$ cat config.mk
export PLATFORM = sky130hd
export DESIGN_NAME = rcell_core
export DESIGN_NICKNAME = d
export VERILOG_FILES = /design/src/rtl/rcell_pkg.sv /design/src/rtl/rcell_regbank.sv /design/src/rtl/rcell_alu.sv /design/src/rtl/rcell_mul.sv /design/src/rtl/rcell_core.sv
export SDC_FILE = /design/constraint.sdc
export NUM_CORES = 2
export LEC_CHECK = 0
export ABC_CLOCK_PERIOD_IN_PS = 19410
export BUFFER_PORTS_ARGS = -buffer_cell sky130_fd_sc_hd__buf_2
export CELL_PAD_IN_SITES_DETAIL_PLACEMENT = 1
export CELL_PAD_IN_SITES_GLOBAL_PLACEMENT = 1
export CORE_ASPECT_RATIO = 0.9
export CORE_UTILIZATION = 51
export CTS_CLUSTER_SIZE = 25
export DETAILED_ROUTE_END_ITERATION = 8
export PLACE_DENSITY = 0.83
export SLEW_MARGIN = 10
export SYNTH_ARGS = -nofsm -noshare
export SYNTH_HDL_FRONTEND = slang
export SYNTH_HIERARCHICAL = 1
export SYNTH_SLANG_ARGS = --single-unit
$ cat constraint.sdc
create_clock -name clk -period 19.41 [get_ports clk]
set_input_delay 3.882 -clock clk [delete_from_list [all_inputs] [get_ports clk]]
set_output_delay 3.882 -clock clk [all_outputs]
set_load 0.1 [all_outputs]
$ cat src/rtl/rcell_pkg.sv
package rcell_pkg;

    localparam int IMM_W = 13;

    typedef enum logic [3:0] {
        OP_NOP  = 4'd0,
        OP_LDA  = 4'd1,
        OP_LDB  = 4'd2,
        OP_ADD  = 4'd3,
        OP_SUB  = 4'd4,
        OP_AND  = 4'd5,
        OP_OR   = 4'd6,
        OP_XOR  = 4'd7,
        OP_SHL  = 4'd8,
        OP_SHR  = 4'd9,
        OP_MUL  = 4'd10,
        OP_MACC = 4'd11,
        OP_MAC  = 4'd12,
        OP_CMUL = 4'd13,
        OP_ACCR = 4'd14,
        OP_ADDI = 4'd15
    } op_e;

    typedef enum logic {
        CTX_EMPTY  = 1'b0,
        CTX_ACTIVE = 1'b1
    } cell_state_e;

    // bit0 zero, bit1 negative, bit2 carry, bit3 overflow
    typedef struct packed {
        logic v;
        logic c;
        logic n;
        logic z;
    } flags_t;

    typedef struct packed {
        op_e              op;
        logic [3:0]       dst;
        logic [3:0]       src_a;
        logic [3:0]       src_b;
        logic             cond;
        logic [1:0]       fsel;
        logic [IMM_W-1:0] imm;
    } ctx_t;

endpackage

$ cat src/rtl/rcell_regbank.sv
module rcell_regbank #(
    parameter int DW   = 16,
    parameter int NREG = 16,
    localparam int AW  = $clog2(NREG),
    localparam int PW  = 2 * DW
) (
    input  logic          clk,
    input  logic          rst_n,
    input  logic          we16,
    input  logic          we32,
    input  logic [AW-1:0] waddr,
    input  logic [PW-1:0] wdata,
    input  logic [AW-1:0] ra,
    input  logic [AW-1:0] rb,
    output logic [DW-1:0] rdata_a,
    output logic [DW-1:0] rdata_b,
    output logic [PW-1:0] rpair_a
);

    logic [DW-1:0] rf [NREG];

    for (genvar g = 0; g < NREG; g++) begin : g_reg
        localparam logic [AW-1:0] IDX = AW'(g);
        logic [DW-1:0] q;
        always_ff @(posedge clk or negedge rst_n) begin
            if (!rst_n) begin
                q <= '0;
            end else if (we16 && waddr == IDX) begin
                q <= wdata[DW-1:0];
            end else if (we32 && waddr[AW-1:1] == IDX[AW-1:1]) begin
                q <= IDX[0] ? wdata[PW-1:DW] : wdata[DW-1:0];
            end
        end
        assign rf[g] = q;
    end

    assign rdata_a = rf[ra];
    assign rdata_b = rf[rb];
    assign rpair_a = {rf[{ra[AW-1:1], 1'b1}], rf[{ra[AW-1:1], 1'b0}]};

endmodule

$ cat src/rtl/rcell_alu.sv
module rcell_alu
    import rcell_pkg::*;
#(
    parameter int DW  = 16,
    localparam int PW = 2 * DW,
    localparam int SW = $clog2(PW)
) (
    input  op_e              op,
    input  logic [DW-1:0]    a,
    input  logic [DW-1:0]    b,
    input  logic [IMM_W-1:0] imm,
    input  logic [PW-1:0]    pair,
    output logic [PW-1:0]    res,
    output flags_t           flg
);

    logic [DW-1:0] imm_x;
    logic [DW-1:0] bx;
    logic [DW:0]   sum;
    logic          word_op;

    assign imm_x = {{(DW-IMM_W){imm[IMM_W-1]}}, imm};
    assign bx    = (op == OP_ADDI) ? imm_x : b;

    always_comb begin
        sum     = '0;
        res     = '0;
        flg     = '0;
        word_op = 1'b1;
        case (op)
            OP_ADD, OP_ADDI: begin
                sum   = {1'b0, a} + {1'b0, bx};
                flg.c = sum[DW];
                flg.v = (a[DW-1] == bx[DW-1]) && (sum[DW-1] != a[DW-1]);
            end
            OP_SUB: begin
                sum   = {1'b0, a} + {1'b0, ~b} + (DW+1)'(1);
                flg.c = sum[DW];
                flg.v = (a[DW-1] != b[DW-1]) && (sum[DW-1] != a[DW-1]);
            end
            OP_AND: sum = {1'b0, a & b};
            OP_OR:  sum = {1'b0, a | b};
            OP_XOR: sum = {1'b0, a ^ b};
            OP_SHL: begin
                word_op = 1'b0;
                res     = pair << imm[SW-1:0];
            end
            OP_SHR: begin
                word_op = 1'b0;
                res     = PW'($signed(pair) >>> imm[SW-1:0]);
            end
            default: word_op = 1'b0;
        endcase
        if (word_op) begin
            res = {{DW{1'b0}}, sum[DW-1:0]};
        end
        flg.z = (sum[DW-1:0] == '0);
        flg.n = sum[DW-1];
    end

endmodule

$ cat src/rtl/rcell_mul.sv
module rcell_mul #(
    parameter int DW  = 16,
    localparam int PW = 2 * DW,
    localparam int HW = DW / 2,
    localparam int XW = DW + 2
) (
    input  logic [DW-1:0] a,
    input  logic [DW-1:0] b,
    input  logic          conj,
    output logic [PW-1:0] prod,
    output logic [PW-1:0] cplx
);

    logic signed [PW-1:0] a_w, b_w;
    logic signed [HW-1:0] ar, ai, br, bi;
    logic signed [XW-1:0] ar_w, ai_w, br_w, bi_w, bi_c;
    logic signed [XW-1:0] re_w, im_w;

    assign a_w  = PW'($signed(a));
    assign b_w  = PW'($signed(b));
    assign prod = a_w * b_w;

    assign ar   = a[DW-1:HW];
    assign ai   = a[HW-1:0];
    assign br   = b[DW-1:HW];
    assign bi   = b[HW-1:0];
    assign ar_w = XW'(ar);
    assign ai_w = XW'(ai);
    assign br_w = XW'(br);
    assign bi_w = XW'(bi);
    assign bi_c = conj ? -bi_w : bi_w;

    assign re_w = ar_w * br_w - ai_w * bi_c;
    assign im_w = ar_w * bi_c + ai_w * br_w;
    assign cplx = {im_w[DW-1:0], re_w[DW-1:0]};

endmodule

$ cat src/rtl/rcell_core.sv
module rcell_core
    import rcell_pkg::*;
#(
    parameter int DATA_W   = 16,
    parameter int NUM_REGS = 16,
    localparam int PW      = 2 * DATA_W,
    localparam int RAW     = $clog2(NUM_REGS),
    localparam int CTX_W   = $bits(ctx_t)
) (
    input  logic              clk,
    input  logic              rst_n,
    input  logic              ctx_load,
    input  logic [CTX_W-1:0]  ctx_word,
    input  logic [DATA_W-1:0] opa_in,
    input  logic [DATA_W-1:0] opb_in,
    output logic [DATA_W-1:0] result,
    output logic [3:0]        flags,
    output logic [PW-1:0]     acc
);

    cell_state_e state_q, state_d;
    ctx_t        ctx_q;
    flags_t      flags_q, flags_d, alu_flags;
    logic [PW-1:0]     acc_q, acc_d;
    logic [DATA_W-1:0] res_q, res_d;
    logic              cell_active, go;
    logic              we16, we32;
    logic [PW-1:0]     wdata;
    logic [DATA_W-1:0] reg_a, reg_b;
    logic [PW-1:0]     pair_a, alu_res, mul_prod, mul_cplx;

    // State register
    always_ff @(posedge clk or negedge rst_n) begin
        if (!rst_n) state_q <= CTX_EMPTY;
        else        state_q <= state_d;
    end

    // Transitions: HOLD_EMPTY, LOAD_FIRST, RUN
    always_comb begin
        state_d = state_q;
        unique case (state_q)
            CTX_EMPTY:  if (ctx_load) state_d = CTX_ACTIVE;
            CTX_ACTIVE: state_d = CTX_ACTIVE;
        endcase
    end

    always_ff @(posedge clk or negedge rst_n) begin
        if (!rst_n)        ctx_q <= '0;
        else if (ctx_load) ctx_q <= ctx_t'(ctx_word);
    end

    assign cell_active = (state_q == CTX_ACTIVE);
    assign go = cell_active && (!ctx_q.cond || flags_q[ctx_q.fsel]);

    rcell_regbank #(.DW(DATA_W), .NREG(NUM_REGS)) u_regs (
        .clk     (clk),
        .rst_n   (rst_n),
        .we16    (we16),
        .we32    (we32),
        .waddr   (ctx_q.dst[RAW-1:0]),
        .wdata   (wdata),
        .ra      (ctx_q.src_a[RAW-1:0]),
        .rb      (ctx_q.src_b[RAW-1:0]),
        .rdata_a (reg_a),
        .rdata_b (reg_b),
        .rpair_a (pair_a)
    );

    rcell_alu #(.DW(DATA_W)) u_alu (
        .op   (ctx_q.op),
        .a    (reg_a),
        .b    (reg_b),
        .imm  (ctx_q.imm),
        .pair (pair_a),
        .res  (alu_res),
        .flg  (alu_flags)
    );

    rcell_mul #(.DW(DATA_W)) u_mul (
        .a    (reg_a),
        .b    (reg_b),
        .conj (ctx_q.imm[0]),
        .prod (mul_prod),
        .cplx (mul_cplx)
    );

    // Outputs of the executing context
    always_comb begin
        we16    = 1'b0;
        we32    = 1'b0;
        wdata   = '0;
        flags_d = flags_q;
        acc_d   = acc_q;
        res_d   = res_q;
        if (go) begin
            unique case (ctx_q.op)
                OP_NOP: ;
                OP_LDA: begin
                    we16  = 1'b1;
                    wdata = {{DATA_W{1'b0}}, opa_in};
                end
                OP_LDB: begin
                    we16  = 1'b1;
                    wdata = {{DATA_W{1'b0}}, opb_in};
                end
                OP_ADD, OP_SUB, OP_AND, OP_OR, OP_XOR, OP_ADDI: begin
                    we16    = 1'b1;
                    wdata   = alu_res;
                    flags_d = alu_flags;
                end
                OP_SHL, OP_SHR: begin
                    we32  = 1'b1;
                    wdata = alu_res;
                end
                OP_MUL: begin
                    we32  = 1'b1;
                    wdata = mul_prod;
                end
                OP_CMUL: begin
                    we32  = 1'b1;
                    wdata = mul_cplx;
                end
                OP_ACCR: begin
                    we32  = 1'b1;
                    wdata = acc_q;
                end
                OP_MACC: acc_d = mul_prod;
                OP_MAC:  acc_d = acc_q + mul_prod;
            endcase
            if (we16 || we32) res_d = wdata[DATA_W-1:0];
            if (ctx_q.op == OP_MACC || ctx_q.op == OP_MAC) res_d = acc_d[DATA_W-1:0];
        end
    end

    always_ff @(posedge clk or negedge rst_n) begin
        if (!rst_n) begin
            flags_q <= '0;
            acc_q   <= '0;
            res_q   <= '0;
        end else begin
            flags_q <= flags_d;
            acc_q   <= acc_d;
            res_q   <= res_d;
        end
    end

    assign result = res_q;
    assign flags  = flags_q;
    assign acc    = acc_q;

endmodule

==> metrics.log <==
[metrics] outcome: complete, but fails checks
[metrics] violations in the final reports: design-rule violations
[metrics] # resized after CTS: 0
[metrics] Inserted Clock Buffers: 39
[metrics] slack of the worst reg-to-reg path: 7.59 ns
[metrics] area growth from synthesis to layout: 6.53%
[metrics] Layout Skew: 0.0230 ns
[metrics] worst path required time: 19.88 ns
[metrics] instance area at placement: 51200 µm²
[metrics] maximum clock path buffer count: 3
[metrics] setup repair after global routing missed its margin: no
[metrics] number of placed I/O pins: 119
[metrics] average via count per standard cell: 6.80
[metrics] final setup fails: 0
[metrics] peak per-stage delay on the critical path: 0.95 ns
[metrics] post-CTS setup buffer count: 0
[metrics] violation count after the first detailed-route iteration: 4858
[metrics] prevailing post-synth register cell: dfrtp_1
[metrics] die footprint: 98200 µm²
[metrics] Pre-Repair DR Iteration Count: 9
[metrics] Port Buffer Count: 118
[metrics] transition time of the tightest slew-check pin: 1.41 ns
[metrics] max-slew violation count: 0
[metrics] Seq cells post-synth: 341
[metrics] sum of routed wire length over all layers: 205000 µm
[metrics] proportion of synthesized chip area in sequential cells: 17.3%
[metrics] number of design rule violations left after detail routing: 5
[metrics] total of max-cap violations: 0
[metrics] yosys warns: 6
[metrics] post-layout instance area: 52700 µm²
[metrics] die span in y: 297 µm
[metrics] final hold viol count: 0
[metrics] Antenna Nets Post-Route: 0
[metrics] post-synthesis instance area: 49400 µm²
[metrics] post-detailed-placement half-perimeter wirelength: 150000 µm
[metrics] Final Critical Period: 11.82 ns
[metrics] worst reg-to-reg path cell count: 30
[metrics] synthesized instance count: 4942
[metrics] Post-CTS Hold Buffers: 0
[metrics] Most Frequent Cell on Critical Path: fa_1
[metrics] maximum number of pins on one net before global-route repair: 88
[metrics] worst rel slew slack: 6.06%
[metrics] level count of the clock H-tree: 2
[metrics] average instance area after synthesis: 10.0 µm²
[metrics] via count of the first global-routing pass: 45600
[metrics] Clock transition at path regs: 0.06 ns
[metrics] Hold Slack: 0.487 ns
[metrics] TritonCTS clock tree: yes
[metrics] fraction of synthesis flops using an asynchronous set or reset pin: 100%
[metrics] TritonCTS sink count: 341
[metrics] final net count: 5779
[metrics] antenna violations before repair: 10
[metrics] Cell Rows: 107
[metrics] slowest CP cell: a222oi_1
[metrics] latest clock arrival within the worst-skew pair: 0.60 ns
[metrics] initial core utilization: 51.9%
[metrics] total global routing track utilization: 41.9%
[metrics] worst min path class: reg -> reg
[metrics] Worst Setup End Kind: flop
[metrics] chip width: 330 µm
[metrics] Util after Layout: 55.2%
[metrics] type of the worst setup path: reg -> reg
[metrics] total vias in the final route: 42200
[metrics] maximum fanout encountered on the critical timing path: 40
[metrics] Synth Net Count: 5803
[metrics] Critical Path Start Type: flop
[metrics] fraction of layout cells with a size suffix above 1: 21.0%
[metrics] GR Overflow Total: 0
[metrics] Hold Crit Depth: 1
[metrics] TNS Setup: 0 ns
[metrics] Final period util: 60.9%
[metrics] Avg WL per Cell: 33.1 µm
[metrics] wire length of the first global-routing pass: 303000 µm
[metrics] post-synth cell types: 107
[metrics] Post-synth EDFFs: 0
[metrics] clock root cell: clkbuf_16
[metrics] Final GP Congestion: 1.01
[metrics] Core Area: 95300 µm²
[metrics] maximum clock frequency: 84.6 MHz
[metrics] Arr. time, crit path: 12.29 ns
==> routing by layer <==
layer / GRT usage (%) / vias to the layer above / routed length (µm)
met3: 14.0 / 888 / 25500
met4: 27.5 / 4 / 16000
met5: 0 / - / 33
met2: 61.9 / 2901 / 89600
met1: 52.2 / 21600 / 74000
li1: - / 16800 / -
==> worst max-delay path, delay by kind of cell, from the launching register on <==
kind / cells / cell delay, ns
flops: 1 / 0.76
fa+ha+maj: 8 / 3.73
simple gates: 5 / 1.14
buf+inv: 6 / 1.49
mux: 3 / 1.29
compound gates: 7 / 3.06
xor+xnor: 1 / 0.12
==> sequential cells by signal, summed over array words and instances (netlist names) <==
signal and count:
ctx_q 32, acc 32, flags 4, u_regs/g.q 256, cell_active 1, result 16
==> Yosys cell counts, types with 173 or more instances <==
cell type  number  area [µm²]
a21oi_1       173         866
and2_1        226        1410
clkbuf_1      187         702
dfrtp_1       341        8530
fa_1          504       10100
ha_1          290        3630
inv_1         725        2720
mux2_2        428        4820
mux4_2        206        4640
nand2_1       378        1420
nor2_1        173         649
o21ai_0       193         966
==> layout by cell type, fill, tap and decap left out, types with 15 or more instances in the layout <==
cell type  netlist  routed
mux2_2         428     428
o21bai_1        16      16
inv_1          725     725
xor2_1          47      47
mux2_1          33      33
o211ai_1        30      30
mux4_2         206     206
o21ai_0        193     193
ha_1           290     290
nand2_1        378     378
clkbuf_16        0      40
nand3_1         37      37
and2_1         226     226
a21oi_1        173     172
xnor2_1        102     102
nand4_1         15      15
a21o_1          33      33
a22oi_1         95      95
nor2b_1         41      40
a31oi_1         30      30
mux2i_1        129     129
buf_4            6     121
nor3_1          35      35
a222oi_1        35      35
dfrtp_1        341     332
buf_2           76     118
nand2b_1        51      51
nor2_1         173     168
fa_1           504     504
==> per-stage QoR <==
step / setup WS [ns] / std cells
2_1_floorplan: 10.44 / 4942
3_3_place_gp: 8.50 / 6129
3_5_place_dp: 8.13 / 6129
4_1_cts: 8.04 / 6201
5_1_grt: 7.24 / 6203
6_report: 7.59 / 6207
==> logic make-up (layout without fill, tap and decap cells) <==
group,after synthesis,after routing,synth area share [%]
other,0,5,0
xor gates and xnor gates,149,149,2.64
adders and majority gates,794,794,27.8
AOI/OAI and AO/OA,768,768,10.5
and+or+nand+nor,1049,1049,10.7
muxes,806,806,22.8
buffers and inverters,1035,1042,8.35
DFF,341,341,17.3
==> final timing paths <==
kind	start	endpoint
max in group asynchronous	rst_n	acc[21]
worst max register to register	ctx_q[17]	u_regs/g_reg[13].q[13]
worst min-delay path	result[7]	result[7]
min in group asynchronous	rst_n	ctx_q[1]
worst min register to register	result[7]	result[7]
worst max-delay path	ctx_q[17]	u_regs/g_reg[13].q[13]
==> area by class of cell <==
cell class | count | area, µm²
inverters | 730 | 2740
clock buffers | 57 | 1160
flip-flops and latches | 341 | 8550
diodes | 5 | 12.5
repair buffers | 240 | 1510
fillers | 10400 | 42700
multi-input cells | 3566 | 36900
clock inverters | 15 | 224
well taps | 1253 | 1570
Power is not shown: default switching activity piles up to over one toggle a cycle in this logic, so the estimate is an artifact.
